**src/rtl/tuner_i2c_pkg.sv**
```systemverilog
package tuner_i2c_pkg;
  localparam int RATIO_W = 17;
  localparam int CTRL_W  = 13;
  localparam int LOW_W   = 15;            // ratio bits carried by the ratio pair
  localparam int HI_W    = RATIO_W - LOW_W;

  typedef enum logic [2:0] {
    BS_IDLE, BS_ADDR, BS_ADDR_ACK, BS_WR, BS_WR_ACK, BS_RD, BS_RD_ACK
  } bus_st_t;

  typedef enum logic [1:0] {
    PS_FIRST, PS_RATIO_2ND, PS_CTRL_2ND
  } pair_st_t;
endpackage

```
**src/rtl/i2c_glitch_filter.sv**
```systemverilog
module i2c_glitch_filter #(
  parameter int N_LINES  = 2,
  parameter int FILT_LEN = 4
) (
  input  logic               clk,
  input  logic               rst,
  input  logic [N_LINES-1:0] raw_i,
  output logic [N_LINES-1:0] clean_o
);
  localparam int CW = (FILT_LEN > 2) ? $clog2(FILT_LEN) : 1;
  localparam logic [CW-1:0] LIMIT = CW'(FILT_LEN - 1);

  for (genvar g = 0; g < N_LINES; g++) begin : g_line
    logic [1:0]    sync_q;
    logic [CW-1:0] cnt_q;
    logic          out_q;

    always_ff @(posedge clk) begin
      if (rst) begin
        sync_q <= 2'b11;
        cnt_q  <= '0;
        out_q  <= 1'b1;
      end else begin
        sync_q <= {sync_q[0], raw_i[g]};
        if (sync_q[1] == out_q) begin
          cnt_q <= '0;
        end else if (cnt_q == LIMIT) begin
          out_q <= sync_q[1];
          cnt_q <= '0;
        end else begin
          cnt_q <= cnt_q + 1'b1;
        end
      end
    end
    assign clean_o[g] = out_q;
  end
endmodule

```
**src/rtl/i2c_bus_engine.sv**
```systemverilog
module i2c_bus_engine
  import tuner_i2c_pkg::*;
#(
  parameter logic [6:0] BASE_ADDR = 7'h60
) (
  input  logic       clk,
  input  logic       rst,
  input  logic       scl_f,
  input  logic       sda_f,
  input  logic [1:0] addr_sel,
  input  logic [7:0] status_i,
  output logic       sda_oe_o,
  output logic       byte_stb_o,
  output logic [7:0] byte_o,
  output logic       frame_rst_o
);
  logic       scl_p, sda_p;
  logic       scl_rise, scl_fall, start_det, stop_det;
  logic [6:0] my_addr;
  bus_st_t    st_q;
  logic [7:0] sh_q;
  logic [3:0] cnt_q;
  logic       rw_q, mack_q;

  always_ff @(posedge clk) begin
    if (rst) begin
      scl_p <= 1'b1;
      sda_p <= 1'b1;
    end else begin
      scl_p <= scl_f;
      sda_p <= sda_f;
    end
  end

  assign scl_rise    = scl_f & ~scl_p;
  assign scl_fall    = ~scl_f & scl_p;
  assign start_det   = scl_f & scl_p & sda_p & ~sda_f;
  assign stop_det    = scl_f & scl_p & ~sda_p & sda_f;
  assign frame_rst_o = start_det | stop_det;
  assign my_addr     = {BASE_ADDR[6:2], addr_sel};

  always_ff @(posedge clk) begin
    if (rst) begin
      st_q       <= BS_IDLE;
      sh_q       <= '0;
      cnt_q      <= '0;
      rw_q       <= 1'b0;
      mack_q     <= 1'b0;
      sda_oe_o   <= 1'b0;
      byte_stb_o <= 1'b0;
      byte_o     <= '0;
    end else begin
      byte_stb_o <= 1'b0;
      if (start_det) begin
        st_q     <= BS_ADDR;
        cnt_q    <= '0;
        sda_oe_o <= 1'b0;
      end else if (stop_det) begin
        st_q     <= BS_IDLE;
        sda_oe_o <= 1'b0;
      end else begin
        unique case (st_q)
          BS_ADDR, BS_WR: begin
            if (scl_rise) begin
              sh_q  <= {sh_q[6:0], sda_f};
              cnt_q <= cnt_q + 1'b1;
            end else if (scl_fall && cnt_q == 4'd8) begin
              if (st_q == BS_WR) begin
                st_q     <= BS_WR_ACK;
                sda_oe_o <= 1'b1;
              end else if (sh_q[7:1] == my_addr) begin
                st_q     <= BS_ADDR_ACK;
                rw_q     <= sh_q[0];
                sda_oe_o <= 1'b1;
              end else begin
                st_q <= BS_IDLE;
              end
            end
          end
          BS_ADDR_ACK: begin
            if (scl_fall) begin
              cnt_q <= '0;
              if (rw_q) begin
                st_q     <= BS_RD;
                sh_q     <= status_i;
                sda_oe_o <= ~status_i[7];
              end else begin
                st_q     <= BS_WR;
                sda_oe_o <= 1'b0;
              end
            end
          end
          BS_WR_ACK: begin
            if (scl_fall) begin
              sda_oe_o   <= 1'b0;
              byte_stb_o <= 1'b1;
              byte_o     <= sh_q;
              cnt_q      <= '0;
              st_q       <= BS_WR;
            end
          end
          BS_RD: begin
            if (scl_rise) begin
              cnt_q <= cnt_q + 1'b1;
            end else if (scl_fall) begin
              if (cnt_q == 4'd8) begin
                sda_oe_o <= 1'b0;
                st_q     <= BS_RD_ACK;
              end else begin
                sh_q     <= {sh_q[6:0], 1'b0};
                sda_oe_o <= ~sh_q[6];
              end
            end
          end
          BS_RD_ACK: begin
            if (scl_rise) begin
              mack_q <= ~sda_f;
            end else if (scl_fall) begin
              if (mack_q) begin
                sh_q     <= status_i;
                sda_oe_o <= ~status_i[7];
                cnt_q    <= '0;
                st_q     <= BS_RD;
              end else begin
                st_q <= BS_IDLE;
              end
            end
          end
          default: ;
        endcase
      end
    end
  end
endmodule

```
**src/rtl/tuner_pair_decoder.sv**
```systemverilog
module tuner_pair_decoder
  import tuner_i2c_pkg::*;
(
  input  logic               clk,
  input  logic               rst,
  input  logic               byte_stb,
  input  logic [7:0]         byte_i,
  input  logic               frame_rst,
  output logic [RATIO_W-1:0] ratio_o,
  output logic [CTRL_W-1:0]  ctrl_o
);
  pair_st_t   ps_q;
  logic [6:0] first_q;

  always_ff @(posedge clk) begin
    if (rst) begin
      ps_q    <= PS_FIRST;
      first_q <= '0;
      ratio_o <= '0;
      ctrl_o  <= '0;
    end else if (frame_rst) begin
      ps_q <= PS_FIRST;
    end else if (byte_stb) begin
      unique case (ps_q)
        PS_FIRST: begin
          first_q <= byte_i[6:0];
          ps_q    <= byte_i[7] ? PS_CTRL_2ND : PS_RATIO_2ND;
        end
        PS_RATIO_2ND: begin
          ratio_o[LOW_W-1:0] <= {first_q, byte_i};
          ps_q               <= PS_FIRST;
        end
        PS_CTRL_2ND: begin
          ratio_o[RATIO_W-1:LOW_W] <= first_q[6 -: HI_W];
          ctrl_o                   <= {first_q[6-HI_W:0], byte_i};
          ps_q                     <= PS_FIRST;
        end
        default: ps_q <= PS_FIRST;
      endcase
    end
  end
endmodule

```
**src/rtl/tuner_i2c_slave.sv**
```systemverilog
module tuner_i2c_slave
  import tuner_i2c_pkg::*;
#(
  parameter logic [6:0] BASE_ADDR = 7'h60,
  parameter int         FILT_LEN  = 4
) (
  input  logic               clk,
  input  logic               rst,
  input  logic               scl_i,
  input  logic               sda_i,
  input  logic [1:0]         addr_sel_i,
  input  logic [7:0]         status_i,
  output logic               sda_oe_o,
  output logic [RATIO_W-1:0] ratio_o,
  output logic [CTRL_W-1:0]  ctrl_o
);
  logic [1:0] clean;
  logic       scl_f, sda_f;
  logic       byte_stb, frame_rst;
  logic [7:0] byte_val;

  i2c_glitch_filter #(.N_LINES(2), .FILT_LEN(FILT_LEN)) filt_i (
    .clk(clk), .rst(rst), .raw_i({scl_i, sda_i}), .clean_o(clean)
  );
  assign scl_f = clean[1];
  assign sda_f = clean[0];

  i2c_bus_engine #(.BASE_ADDR(BASE_ADDR)) eng_i (
    .clk(clk), .rst(rst), .scl_f(scl_f), .sda_f(sda_f),
    .addr_sel(addr_sel_i), .status_i(status_i), .sda_oe_o(sda_oe_o),
    .byte_stb_o(byte_stb), .byte_o(byte_val), .frame_rst_o(frame_rst)
  );

  tuner_pair_decoder dec_i (
    .clk(clk), .rst(rst), .byte_stb(byte_stb), .byte_i(byte_val),
    .frame_rst(frame_rst), .ratio_o(ratio_o), .ctrl_o(ctrl_o)
  );
endmodule

```
**config.mk**
```make
export PLATFORM = sky130hd
export DESIGN_NAME = tuner_i2c_slave
export DESIGN_NICKNAME = d
export VERILOG_FILES = /design/src/rtl/tuner_i2c_pkg.sv /design/src/rtl/i2c_glitch_filter.sv /design/src/rtl/i2c_bus_engine.sv /design/src/rtl/tuner_pair_decoder.sv /design/src/rtl/tuner_i2c_slave.sv
export SDC_FILE = /design/constraint.sdc
export NUM_CORES = 1
export LEC_CHECK = 0
export ABC_AREA = 0
export BUFFER_PORTS_ARGS = -buffer_cell sky130_fd_sc_hd__buf_2
export CAP_MARGIN = 30
export CORE_ASPECT_RATIO = 0.75
export CORE_MARGIN = 10
export CORE_UTILIZATION = 50
export CTS_CLUSTER_DIAMETER = 80
export DETAILED_ROUTE_END_ITERATION = 8
export PLACE_DENSITY = 0.78
export SYNTH_ARGS = -nofsm -noshare
export SYNTH_HDL_FRONTEND = slang
export SYNTH_SLANG_ARGS = --single-unit
```
**constraint.sdc**
```tcl
create_clock -name clk -period 2.45 [get_ports clk]
set_input_delay 0 -clock clk [delete_from_list [all_inputs] [get_ports clk]]
set_output_delay 0 -clock clk [all_outputs]
set_load 0.01 [all_outputs]
```
==> out/metrics.yaml, run 1 <==
diodes: 0
ys_seq_area_share_pct: 46.1
synth_warnings: 0
die_y_um: 91.3
hold_class: "in2reg"
gp_congestion: 0.924
grt_pass1_wl_mm: 13.3
grtUsageTotal_pct: 15.3
maxSlewHeadroom_pct: 37.0
clock_latency_ns: 0.35
synth_area_mm2: 0.00339
vias_per_cell: 5.52
async_reset_ff_share_pct: 0
avgSynthCellArea_um2: 9.15
dr.pass1.iters: 5
clock-sinks: 78
fin_crit_ns: 2.16
grt_max_degree: 35
wl_mm: 7.95
regArea_mm2: 0.00156
netlist-cell-type-count: 50
clk_root_buffer_cell: "clkbuf_8"
synth_edf_count: 0
vias: 2772
setup_violations: 0
htreeDepth: 3
worstPathMaxFanout: 14
syn_inst: 370
cts_buffers: 9
fp.dieW_um: 115
skew_ns: 0.00903
ant_nets: 0
clock_tree.buffer_depth: 2
nNetsFinal: 435
synth_fp_nets: 388
grt_pass1_vias: 2716
layout-drive-gt1-share_pct: 19.2
cp.arrival_ns: 2.43
area_growth_pct: 14.7
finalPower_w: 0.00237
synth_seq_cells: 78
wire_per_inst_um: 15.8
fillCellCount: 562
fin_crit_sh_pct: 88.2
setup.worst_path.class: "reg2reg"
core_area_mm2: 0.00644
pin_count: 45
finalSetupTns_ns: 0
drc: 0
max_freq_ghz: 0.463
rows: 25
worstSetupEndpointType: "flop"
multi_input_area_mm2: 0.00164
cp.required_ns: 2.72
drtIter0Drc: 237
antenna_found_initial: 0
slew_viol_final: 0
worstMarginPinSlew_ns: 0.941
port_buffers: 44
cts_tree: "yes"
leakage_nw: 1.44
hold_violations: 0
start_kind: "flop"
dieArea_mm2: 0.0105
dp_slack_ns: 0.248
synth_ff_type: "dfxtp_1"
setup_ws_ns: 0.290
power-per-cell-area_mw_per_mm2: 610
drv_cap: 0
ir_drop_mv: 0.509
status: "completed"
grt_remaining_overflow: 0
cts.clk_slew.worst_paths_ns: 0.08
hpwl_mm: 5.56
rsz0062_at_grt: "false"
start_util_pct: 52.6
==> cell usage in the layout (no fill, tap or decap), drive strengths merged, types with 2 or more instances in the layout <==
cell type / instances
or2: 5
nor4: 2
a31oi: 3
xor2: 2
a21oi: 32
inv: 12
or3: 3
nand3: 8
dfxtp: 78
ha: 4
nand2b: 4
a22oi: 2
o21ai: 9
xnor2: 4
and2: 2
bufinv: 2
o31ai: 3
clkinvlp: 2
a211oi: 9
dlygate4sd3: 7
nand3b: 2
nor2b: 5
and3: 4
nor3: 7
buf: 49
nor2: 53
mux2i: 39
a2111oi: 2
nand2: 42
clkbuf: 11
==> synthesized netlist by cell type (all sizes together) (2+ instances only) <==
master,count,area [µm²]
dfxtp,78,1560
nor2,53,199
nand2,42,158
mux2i,39,390
a21oi,32,160
buf,12,100
inv,11,41.3
a211oi,9,72.6
o21ai,9,52.6
clkbuf,8,40.0
nand3,8,40.0
nor3,7,68.8
nor2b,5,38.8
or2,5,31.3
and3,4,25.0
ha,4,50.1
nand2b,4,25.0
xnor2,4,35.0
a31oi,3,18.8
o31ai,3,22.5
or3,3,18.8
a2111oi,2,17.5
a22oi,2,15.0
and2,2,12.5
nand3b,2,15.0
nor4,2,27.5
xor2,2,17.5
==> power breakdown <==
group          internal [W]  total (W)  switching [W]
combinational     0.0000222  0.0000519      0.0000297
sequential          0.00127    0.00127     0.00000238
clock              0.000572    0.00104       0.000471
total               0.00186    0.00237       0.000504
==> cell families after synthesis <==
group | after synthesis | synth area share (%)
buffers and inverters | 32 | 5.62
and+or+nand+nor | 142 | 20.7
adders and majority gates | 4 | 1.48
xor gates and xnor gates | 6 | 1.55
AOI/OAI and AO/OA | 68 | 12.7
DFF | 78 | 46.1
muxes | 40 | 11.9
==> what timing repair did <==
action                                 4_1_cts  5_1_grt
setup endpoints to repair                    0        4
buffers inserted                             0        2
endpoints found under the hold margin        7        0
resized for setup                            0        1
hold buffers                                 7        0
==> state kept, by name, summed over array words and instances (netlist names), 2 cells and up <==
name,flops
filt_i.g_line.cnt_q,4
eng_i.st_q,3
dec_i.first_q,7
eng_i.cnt_q,4
eng_i.sh_q,8
dec_i.ratio_o,17
dec_i.ctrl_o,13
eng_i.byte_o,8
filt_i.g_line.out_q,2
filt_i.g_line.sync_q,4
dec_i.ps_q,2
==> stage by stage <==
step	hold WS, ns	util (%)	instance area [µm²]	instances
floorplan	0.104	-	3390	370
global placement	0.183	55.6	3580	477
detailed placement	0.186	55.6	3580	477
CTS	0.00995	60.0	3860	499
global route	0.0643	60.3	3880	502
finish	0.0243	60.3	3880	502
==> worst max-delay path: stages (launching register included) <==
cell	delay (ns)
dfxtp_1	0.63
nand2_1	0.26
a211oi_1	0.41
nor4_4	0.07
buf_4	0.18
and2_1	0.27
a211oi_1	0.25
==> layout make-up <==
cell class | instances | area share [%]
Multi-Input combinational cell | 260 | 42.1
Sequential cell | 78 | 40.2
Timing Repair Buffer | 57 | 8.57
Clock buffer | 10 | 3.29
Tap cell | 81 | 2.61
Clock inverter | 5 | 2.16
Inverter | 11 | 1.06
==> final timing paths <==
kind,from,end,slack [ns],cells after the start
worst max register to register,eng_i.st_q[1]$_SDFFE_PP0P_,eng_i.sh_q[2]$_SDFFE_PP0P_,0.29,6
worst max-delay path,eng_i.st_q[1]$_SDFFE_PP0P_,eng_i.sh_q[2]$_SDFFE_PP0P_,0.29,6
worst min register to register,filt_i.g_line[1].cnt_q[0]$_SDFF_PP0_,filt_i.g_line[1].cnt_q[0]$_SDFF_PP0_,0.43,1
worst min-delay path,status_i[7],eng_i.sh_q[7]$_SDFFE_PP0P_,0.02,3
==> layer usage <==
layer	vias up	wire, µm	track usage (%)
li1	1366	-	-
met1	1299	3640	19.3
met2	97	3690	23.6
met3	10	545	5.92
met4	0	75	3.91
met5	-	0	0
Power figures use the tool's default switching activity.
==> run 2: changes to the inputs <==
CORE_UTILIZATION = 45   (was 50)
CTS_BUF_LIST = sky130_fd_sc_hd__clkbuf_16   (was not set)
GPL_ROUTABILITY_DRIVEN = 0   (was not set)
PLACE_DENSITY = 0.72   (was 0.78)
==> run 2 against run 1 <==
Effect of this change: via count shrank 2.5%; total power grew 10%; sequential share of layout area shrank 0.29 points; non-clock buffer count shrank 9; cell count grew 2.4%; critical endpoint is now eng_i.sh_q[3]$_SDFFE_PP0P_; clock power grew 25%; combinational power shrank 14%; critical path type unchanged; die area grew 8.9%; highest routed layer unchanged; critical path depth shrank 1.
==> out/metrics.yaml, run 2 (synthesis gave the netlist of run 1 again) <==
status: "completed"
clk_root_buffer_cell: "clkbuf_16"
nNetsFinal: 426
worstMarginPinSlew_ns: 0.906
cp.required_ns: 2.69
ir_drop_mv: 0.555
clock_latency_ns: 0.33
cts_setup_buffers: 0
clock-sinks: 78
wl_mm: 7.60
rrSetupSlack_ns: 0.28
worst_path_max_delay_cell: "dfxtp_1"
cts_tree: "yes"
fin_crit_ns: 2.17
drv_cap: 0
largest_reg_flops: 17
worstPathMaxFanout: 14
hpwl_mm: 5.29
core_area_mm2: 0.00733
path_cells: "nand2_1 > a211oi_1 > nor4_4 > and2_1 > a211oi_1"
largestRegisters: "dec_i.ratio_o (17), dec_i.ctrl_o (13)"
rsz0062_at_grt: "false"
grt_pass1_wl_mm: 12.9
diodes: 0
postPlaceCellArea_mm2: 0.00360
r2r_end: "eng_i.sh_q[3]$_SDFFE_PP0P_"
maxSlewHeadroom_pct: 39.4
cts_buffers: 9
finalSetupTns_ns: 0
clock_tree.buffer_depth: 2
holdPathEnd: "eng_i.sh_q[5]$_SDFFE_PP0P_"
cp.arrival_ns: 2.41
die_y_um: 95.1
htreeDepth: 3
worstHoldPathCells: 3
area_growth_pct: 15.4
skew_ns: 0.00469
vias_per_cell: 5.26
cts_hold_buf: 2
drc: 0
hold_class: "in2reg"
fillCellCount: 687
pin_count: 45
grt_max_degree: 37
hold_start: "status_i[5]"
power-per-cell-area_mw_per_mm2: 669
ant_nets: 0
fin_crit_sh_pct: 88.4
layout-drive-gt1-share_pct: 18.4
fp.dieW_um: 120
cp_top_family: "simple AND/OR/NAND/NOR gates"
max_freq_ghz: 0.462
rows: 27
worstSetupEndpointType: "flop"
leakage_nw: 1.45
grt_remaining_overflow: 0
dr.pass1.iters: 4
hold_ws_ns: 0.0168
final_area_mm2: 0.00391
top_register: "dec_i.ratio_o"
layout_common_cells: "78 x dfxtp_1, 53 x nor2_1, 44 x buf_2"
critPathBufInv: 0
start_util_pct: 46.2
crit_start: "eng_i.st_q[1]$_SDFFE_PP0P_"
grt_pass1_vias: 2622
setup.worst_path.class: "reg2reg"
rr_startpoint: "eng_i.st_q[1]$_SDFFE_PP0P_"
cts.clk_slew.worst_paths_ns: 0.06
drtIter0Drc: 160
cpPeakStageDelay_ns: 0.65
r2r_cells: 5
start_kind: "flop"
setup_violations: 0
layout_commonest_cell: "dfxtp_1"
wire_per_inst_um: 14.8
finalPower_w: 0.00262
dieArea_mm2: 0.0114
grtUsageTotal_pct: 13.7
crit_top_cell: "a211oi_1"
cts_resized: 0
slew_viol_final: 0
vias: 2704
port_buffers: 44
hold_violations: 0
antenna_found_initial: 0
run 2: cell types whose count changed in the layout (fill, tap and decap cells not counted), sizes merged, moves of 2 or more:
cell	before	now
clkinv	0	4
buf	49	46
dlygate4sd3	7	2
clkbuf	11	9
clkinvlp	2	0
run 2: how the worst max path moves through the flow:
stage	cells past startpoint	slack, ns	to
floorplan	8	0.71	eng_i.sh_q[2]$_SDFFE_PP0P_
global placement	5	0.38	eng_i.sh_q[2]$_SDFFE_PP0P_
detailed placement	5	0.36	eng_i.sh_q[3]$_SDFFE_PP0P_
CTS	5	0.33	eng_i.sh_q[6]$_SDFFE_PP0P_
global route	4	0.12	eng_i.sh_q[3]$_SDFFE_PP0P_
finish	5	0.28	eng_i.sh_q[3]$_SDFFE_PP0P_
run 2: area by class of cell:
cell class | count | area [µm²] | share of cell area [%]
tap | 101 | 126 | 3.23
timing repair buffer | 48 | 255 | 6.53
multi-input combinational | 260 | 1640 | 41.8
clock inverter | 7 | 65.1 | 1.66
inverter | 11 | 41.3 | 1.06
sequential | 78 | 1560 | 39.9
clock buffer | 9 | 225 | 5.76
run 2: layer usage:
| layer | global-route usage, % | part of all wire (%) | vias to the layer above |
|---|---|---|---|
| met5 | 0 | 0 | - |
| met4 | 4.01 | 1.4 | 0 |
| met3 | 4.72 | 5.7 | 15 |
| met2 | 21.7 | 45 | 76 |
| met1 | 17.4 | 47 | 1259 |
| li1 | - | - | 1354 |
run 2: report_power, final:
part / total (W) / switching (W) / leakage [nW] / internal [W]
Combinational: 0.0000445 / 0.0000275 / 0.670 / 0.0000170
Sequential: 0.00127 / 0.00000187 / 0.629 / 0.00127
Clock: 0.00130 / 0.000515 / 0.148 / 0.000783
Total: 0.00262 / 0.000545 / 1.45 / 0.00207
run 2: per-stage QoR:
step	cells	utilization (%)	setup WS, ns
CTS	514	53.3	0.329
global placement	496	49.1	0.382
detailed placement	496	49.1	0.362
floorplan	370	-	0.715
global route	514	53.3	0.124
finish	514	53.3	0.284
run 2: tightest hold or removal path, delay by kind of cell:
family	cells	cell delay, ns
mux	1	0.12
compound gates	1	0.08
buf+inv	1	0.09
